<file path="src/rtl/sss_pkg.sv">
// Package: shared constants and types for the scrambler pair.
// Assumes the x^58 + x^39 + 1 generator with bit 0 of a word first in time.
package sss_pkg;
    localparam int STATE_W = 58;
    localparam int TAP_HI  = 57;
    localparam int TAP_LO  = 38;

    typedef logic [STATE_W-1:0] state_t;

    // Selects which bit is shifted into the state.
    typedef enum logic {
        FEED_SELF = 1'b0,   // own output bit (scrambler)
        FEED_RX   = 1'b1    // received bit (descrambler)
    } feed_e;
endpackage

</file>
<file path="src/rtl/sss_unroll.sv">
// Module: sss_unroll
// Purely combinational unrolling of W serial steps of the 58-bit
// self-synchronous recurrence. FEED picks the bit shifted back into the
// state. Assumes bit 0 of din is the earliest bit in time.
module sss_unroll
    import sss_pkg::*;
#(
    parameter int    W    = 64,
    parameter feed_e FEED = FEED_SELF
) (
    input  state_t         state_i,
    input  logic [W-1:0]   din,
    output logic [W-1:0]   dout,
    output state_t         state_o
);
    logic [W:0][STATE_W-1:0] chain;

    assign chain[0] = state_i;

    // One stage per bit: XOR with the two taps, then shift one place.
    for (genvar gi = 0; gi < W; gi++) begin : g_bit
        logic obit;
        assign obit     = din[gi] ^ chain[gi][TAP_LO] ^ chain[gi][TAP_HI];
        assign dout[gi] = obit;
        if (FEED == FEED_RX) begin : g_rx
            assign chain[gi+1] = {chain[gi][STATE_W-2:0], din[gi]};
        end else begin : g_self
            assign chain[gi+1] = {chain[gi][STATE_W-2:0], obit};
        end
    end

    assign state_o = chain[W];
endmodule

</file>
<file path="src/rtl/sss_lane.sv">
// Module: sss_lane
// One registered scrambling lane: it holds the state and applies the unrolled
// recurrence to each valid word. The result appears one cycle later. Assumes
// a synchronous active-low reset and that the state advances only on valid.
module sss_lane
    import sss_pkg::*;
#(
    parameter int     W    = 64,
    parameter feed_e  FEED = FEED_SELF,
    parameter state_t SEED = '1
) (
    input  logic         clk,
    input  logic         rst_n,
    input  logic         valid_i,
    input  logic [W-1:0] data_i,
    output logic         valid_o,
    output logic [W-1:0] data_o,
    output state_t       state_o
);
    state_t       state_q;
    state_t       state_nxt;
    logic [W-1:0] word_nxt;
    logic [W-1:0] data_q;
    logic         valid_q;

    sss_unroll #(.W(W), .FEED(FEED)) u_unroll (
        .state_i (state_q),
        .din     (data_i),
        .dout    (word_nxt),
        .state_o (state_nxt)
    );

    // Seed on reset; otherwise advance state and capture the word on valid.
    always_ff @(posedge clk) begin
        if (!rst_n) begin
            state_q <= SEED;
            data_q  <= '0;
            valid_q <= 1'b0;
        end else begin
            valid_q <= valid_i;
            if (valid_i) begin
                state_q <= state_nxt;
                data_q  <= word_nxt;
            end
        end
    end

    assign valid_o = valid_q;
    assign data_o  = data_q;
    assign state_o = state_q;
endmodule

</file>
<file path="src/rtl/sss_pair.sv">
// Module: sss_pair
// Top level: a transmit scrambler lane and an independent receive
// descrambler lane. Assumes the caller handles sync headers and alignment.
module sss_pair
    import sss_pkg::*;
#(
    parameter int     W        = 64,
    parameter state_t SCR_SEED = '1,
    parameter state_t DSC_SEED = '1
) (
    input  logic         clk,
    input  logic         rst_n,
    input  logic         scr_valid_i,
    input  logic [W-1:0] scr_data_i,
    output logic         scr_valid_o,
    output logic [W-1:0] scr_data_o,
    input  logic         dsc_valid_i,
    input  logic [W-1:0] dsc_data_i,
    output logic         dsc_valid_o,
    output logic [W-1:0] dsc_data_o
);
    state_t scr_state;
    state_t dsc_state;

    // Transmit lane: its own scrambled bits feed the state.
    sss_lane #(.W(W), .FEED(FEED_SELF), .SEED(SCR_SEED)) u_scr (
        .clk     (clk),
        .rst_n   (rst_n),
        .valid_i (scr_valid_i),
        .data_i  (scr_data_i),
        .valid_o (scr_valid_o),
        .data_o  (scr_data_o),
        .state_o (scr_state)
    );

    // Receive lane: the received line bits feed the state.
    sss_lane #(.W(W), .FEED(FEED_RX), .SEED(DSC_SEED)) u_dsc (
        .clk     (clk),
        .rst_n   (rst_n),
        .valid_i (dsc_valid_i),
        .data_i  (dsc_data_i),
        .valid_o (dsc_valid_o),
        .data_o  (dsc_data_o),
        .state_o (dsc_state)
    );
endmodule

</file>
<file path="config.mk">
export PLATFORM = sky130hd
export DESIGN_NAME = sss_pair
export DESIGN_NICKNAME = d
export VERILOG_FILES = /design/src/rtl/sss_pkg.sv /design/src/rtl/sss_unroll.sv /design/src/rtl/sss_lane.sv /design/src/rtl/sss_pair.sv
export SDC_FILE = /design/constraint.sdc
export NUM_CORES = 1
export LEC_CHECK = 0
export ABC_CLOCK_PERIOD_IN_PS = 2700
export BUFFER_PORTS_ARGS = -buffer_cell sky130_fd_sc_hd__buf_4
export CORE_UTILIZATION = 59
export CTS_CLUSTER_SIZE = 40
export DETAILED_ROUTE_END_ITERATION = 7
export PLACE_DENSITY = 0.86
export SLEW_MARGIN = 15
export SYNTH_ARGS = -nofsm -noshare
export SYNTH_HDL_FRONTEND = slang
export SYNTH_SLANG_ARGS = --single-unit
</file>
<file path="constraint.sdc">
create_clock -name clk -period 2.7 [get_ports clk]
set_input_delay 0.54 -clock clk [delete_from_list [all_inputs] [get_ports clk]]
set_output_delay 0.54 -clock clk [all_outputs]
set_load 0.005 [all_outputs]
</file>
# == Word-level counts from Yosys, hierarchy flattened ==
# Cells that the tools add are included.
# op_classes
bitwise_logic,256
# ops
op,n
1-bit bitwise XOR,256
# totals
input_bits,132
elab_cells,262
out_inout_bits,130
register_bits,246

# == Longest topological paths before layout ==
# logic_depth
ltp_word,4
depth_mapped,6
mapped_depth_nobuf,4

# == By module ==
# From an unflattened synthesis, not the netlist that was laid out.
# hier_totals
cells_unflattened,1220
hier_area_um2,13829.5
# modules_own_cells
mod,seq_area_each_um2,cells_per_inst,n_inst,area_per_inst_um2
sss_lane,2462.4,395,2,4501.8
sss_unroll at u_dsc.u_unroll,0.0,186,1,2444.8
sss_unroll at u_scr.u_unroll,0.0,244,1,2381.0

# == Least setup slack after synthesis ==
# No wires, ideal clock.
# synth_path
path_type,input -> register
start,input scr_valid_i
end,"register u_scr.data_q[63], in the netlist u_scr.data_o[63]"
slack_ns,1.225
path_stages,5
n_path_buf,2
required_time_ns,2.578
arrival_ns,1.353
setup_time_ns,0.122
cell_sequence,buf_6 > nand2_2 > clkbuf_1 > nor3_1 > a311o_1
# synth_rtl
item,line_no,text
"start, declared",sss_pair.sv:13,"input logic scr_valid_i,"
"end signal, assigned",sss_lane.sv:43,data_q <= word_nxt;
"end, declared",sss_lane.sv:23,logic [W-1:0] data_q;

# == Final worst setup path ==
# layout_path
start,"register u_scr.data_q[23], in the netlist u_scr.data_o[23]"
end,output scr_data_o[23]
# layout_rtl
item,line_no,text
"end, declared",sss_pair.sv:16,"output logic [W-1:0] scr_data_o,"
# No word-level cell between the ends.

==> impl_metrics.xml <==
<?xml version="1.0" encoding="UTF-8"?>
<metrics>
  <group name="critical_path">
    <metric name="worst_path_required" unit="ns">2.16</metric>
    <metric name="crit_family" unit="">flip-flops</metric>
    <metric name="rr_worst_depth" unit="">3</metric>
    <metric name="reg2reg_slack" unit="ns">1.16</metric>
    <metric name="cpPeakStageDelay" unit="ns">0.38</metric>
    <metric name="worstPathCellList" unit="">buf_4</metric>
    <metric name="rr_endpoint" unit="">u_scr.data_o[55]$_SDFFE_PN0P_</metric>
    <metric name="setup.worst_path.start_class" unit="">register</metric>
    <metric name="timing_worst_setup_path_type" unit="">register to primary output</metric>
    <metric name="worst-path-buf-inv" unit="">1</metric>
    <metric name="critical-path-slowest-cell" unit="">dfxtp_1</metric>
    <metric name="worstSetupStartpoint" unit="">u_scr.data_o[23]$_SDFFE_PN0P_</metric>
    <metric name="crit_path_end" unit="">scr_data_o[23]</metric>
    <metric name="crit_cells" unit="">1</metric>
    <metric name="crit_arrival" unit="ns">1.03</metric>
    <metric name="end_kind" unit="">primary output</metric>
    <metric name="worst_r2r_startpoint" unit="">u_scr.state_o[22]$_SDFFE_PN1P_</metric>
    <metric name="timing.critical_path.fanout_max" unit="">2</metric>
  </group>
  <group name="sta">
    <metric name="timing.clock.skew" unit="ns">0.0120</metric>
    <metric name="final_hold_viol_count" unit="">0</metric>
    <metric name="slew_violations" unit="">0</metric>
    <metric name="period_share" unit="%">58.1</metric>
    <metric name="finalSetupViolations" unit="">0</metric>
    <metric name="max-slew-margin-rel" unit="%">54.6</metric>
    <metric name="fmax" unit="MHz">637</metric>
    <metric name="timing_worst_slew_pin_value" unit="ns">0.681</metric>
    <metric name="final_period_minus_worst_setup_slack" unit="ns">1.57</metric>
    <metric name="finalHoldWorstSlack" unit="ns">0.266</metric>
    <metric name="grt_setup_unrepaired" unit="">no</metric>
    <metric name="fin_tns_setup" unit="ns">0</metric>
  </group>
  <group name="die">
    <metric name="die-height" unit="um">144</metric>
    <metric name="row_count" unit="">51</metric>
    <metric name="chipWidth" unit="um">144</metric>
    <metric name="pin_count" unit="">262</metric>
    <metric name="coreArea" unit="um2">19600</metric>
    <metric name="initial_utilization" unit="%">60.4</metric>
    <metric name="dieArea" unit="um2">20600</metric>
  </group>
  <group name="synthesis">
    <metric name="synth_cell_types" unit="">25</metric>
    <metric name="post-synth-top-area-cell" unit="">dfxtp_1</metric>
    <metric name="syn_nets" unit="">1182</metric>
    <metric name="ys_top_cells_by_area" unit="">dfxtp_1, xor3_1, mux2i_1, nand2_1, nand3_1</metric>
    <metric name="postSynth.topFlopCell" unit="">dfxtp_1</metric>
    <metric name="synth_enable_flop_cells" unit="">0</metric>
    <metric name="netlist_area" unit="um2">11800</metric>
    <metric name="synthArstFlopShare" unit="%">0</metric>
    <metric name="synth_top_area_share" unit="%">41.6</metric>
    <metric name="ys_warn_count" unit="">0</metric>
    <metric name="synth.avg_cell_area" unit="um2">11.3</metric>
    <metric name="ys_seq_elements" unit="">246</metric>
    <metric name="synth-seq-area-share" unit="%">41.6</metric>
    <metric name="postSynthCellCount" unit="">1050</metric>
  </group>
  <group name="cts">
    <metric name="tritoncts" unit="">yes</metric>
    <metric name="cts_made_buffers" unit="">25</metric>
    <metric name="clock_tree.root_cell" unit="">clkbuf_16</metric>
    <metric name="htree_num_levels" unit="">1</metric>
    <metric name="worst_skew_pair.late_latency" unit="ns">0.51</metric>
    <metric name="clock_pin_slew_on_the_worst_setup_and_hold_paths" unit="ns">0.06</metric>
    <metric name="post_cts_resize_count" unit="">0</metric>
    <metric name="number_of_buffers_added_to_fix_hold_violations_after_cts" unit="">0</metric>
    <metric name="max_root_sink_buffers" unit="">3</metric>
    <metric name="cts_setup_buffers" unit="">0</metric>
    <metric name="clock_sinks" unit="">246</metric>
  </group>
  <group name="status">
    <metric name="run_status" unit="">finished clean</metric>
  </group>
  <group name="routing">
    <metric name="routed_via_density" unit="">5.39</metric>
    <metric name="drt_first_iter_violations" unit="">449</metric>
    <metric name="routed_wl" unit="mm">28.7</metric>
    <metric name="detailedRoute.firstPassIterationCount" unit="">5</metric>
    <metric name="antenna_violating_nets_post_route" unit="">0</metric>
    <metric name="drc_errors" unit="">0</metric>
    <metric name="vias" unit="">8397</metric>
    <metric name="routed_wire_length_per_instance" unit="um">18.4</metric>
  </group>
  <group name="finish">
    <metric name="final_net_count" unit="">1414</metric>
    <metric name="fillerInstances" unit="">1318</metric>
    <metric name="layout_common_cells" unit="">buf_4, dfxtp_1, nand2_1</metric>
    <metric name="final_layout_size_suffix_gt1_share" unit="%">23.4</metric>
    <metric name="multi_input_gate_area_in_the_final_layout" unit="um2">6620</metric>
    <metric name="flow.area_growth_from_synthesis" unit="%">24.2</metric>
    <metric name="seqCellArea" unit="um2">4920</metric>
    <metric name="layout.cells.most_common" unit="">buf_4</metric>
    <metric name="antenna_cells_inserted" unit="">0</metric>
    <metric name="post_route_cell_area" unit="um2">14700</metric>
    <metric name="final_cells" unit="">1558</metric>
  </group>
  <group name="global_route">
    <metric name="via_count_of_the_first_global_routing_pass" unit="">8243</metric>
    <metric name="global_route.usage.total" unit="%">26.9</metric>
    <metric name="grt_antenna_before_repair" unit="">0</metric>
    <metric name="maximum_number_of_pins_on_one_net_before_global_route_repair" unit="">157</metric>
    <metric name="grt_pass1_wl" unit="mm">42.9</metric>
    <metric name="grt-ovfl-total" unit="">0</metric>
  </group>
  <group name="placed_design">
    <metric name="gp_congestion" unit="">0.829</metric>
    <metric name="cells_after_dpl" unit="">1520</metric>
    <metric name="port_buffers" unit="">261</metric>
    <metric name="hpwlAfterDp" unit="mm">20.5</metric>
    <metric name="dpl-instance-area" unit="um2">14000</metric>
  </group>
  <group name="job">
    <metric name="timing.max_cap.violations" unit="">0</metric>
  </group>
  <group name="pwr">
    <metric name="worst_ir_drop_vdd" unit="V">0.000463</metric>
    <metric name="power-per-cell-area" unit="nW/um2">676</metric>
    <metric name="static-leakage-power" unit="nW">7.40</metric>
  </group>
  <group name="hold_path">
    <metric name="hold_class" unit="">input port to register</metric>
  </group>
</metrics>
[final cells by class]
class	count	share of cell area, %
Multi-Input combinational cell	737	45.1
Sequential cell	246	33.5
Timing Repair Buffer	270	14.2
Clock buffer	38	4.93
Tap cell	265	2.26
Inverter	2	0.0596
[report_power, final]
part           leakage [nW]  switching, mW  internal, mW
registers              2.04          0.341          4.04
logic                  5.01          0.959          1.44
clock network         0.353           1.34          1.82
total                  7.40           2.64          7.30
[sequential cells by signal (all words and copies together) (netlist names)]
signal	cells
u_dsc.data_o	64
u_scr.data_o	64
u_dsc.state_o	58
u_scr.state_o	58
u_dsc.valid_o	1
u_scr.valid_o	1
[synth_stat cells (all sizes together), types with 19 or more instances]
| cell | count |
|---|---|
| mux2i | 128 |
| xnor2 | 25 |
| xor3 | 109 |
| clkbuf | 40 |
| or3 | 24 |
| buf | 25 |
| dfxtp | 246 |
| a21boi | 53 |
| nor2b | 70 |
| xor2 | 19 |
| o21ai | 19 |
| nand2 | 164 |
| nand3 | 110 |
[kinds of logic (layout without fill, tap and decap cells)]
kind of cell,after synthesis,in the layout,synth area share [%]
AND/OR/NAND/NOR,383,383,15.7
flip-flops,246,246,41.6
XOR/XNOR,153,153,25.2
multiplexers,128,128,10.8
AO/OA/AOI/OAI,73,73,4.25
buffers and inverters,67,310,2.45
[worst min-delay path by stage]
stage,from,endpoint,slack [ns],cells after the start
global route,dsc_data_i[57],u_dsc.state_o[6]$_SDFFE_PN1P_,0.27,3
CTS,dsc_data_i[61],u_dsc.state_o[2]$_SDFFE_PN1P_,0.25,3
global placement,u_scr.data_o[27]$_SDFFE_PN0P_,u_scr.data_o[27]$_SDFFE_PN0P_,0.47,2
detailed placement,u_scr.data_o[17]$_SDFFE_PN0P_,u_scr.data_o[17]$_SDFFE_PN0P_,0.47,2
floorplan,u_dsc.state_o[57]$_SDFFE_PN1P_,u_dsc.state_o[57]$_SDFFE_PN1P_,0.44,2
finish,dsc_data_i[63],u_dsc.state_o[0]$_SDFFE_PN1P_,0.27,3
[stage by stage]
stage                     setup WS (ns)  util, %  total power [mW]
after floorplan                    1.23        -              5.89
after global placement            0.780     71.3              6.76
after detailed placement          0.730     71.3              6.82
after CTS                          1.11     75.0              9.98
after global routing               1.10     75.0              10.4
final                              1.13     75.0              9.93
[routing by layer]
metal	share of wire, %	vias up	global-route usage (%)
met5	0	-	0
met4	2.2	0	7.73
met3	5.8	43	4.20
met2	49	265	45.8
met1	43	4013	35.5
li1	-	4076	-
No activity file was read; power rests on OpenSTA's default activity.
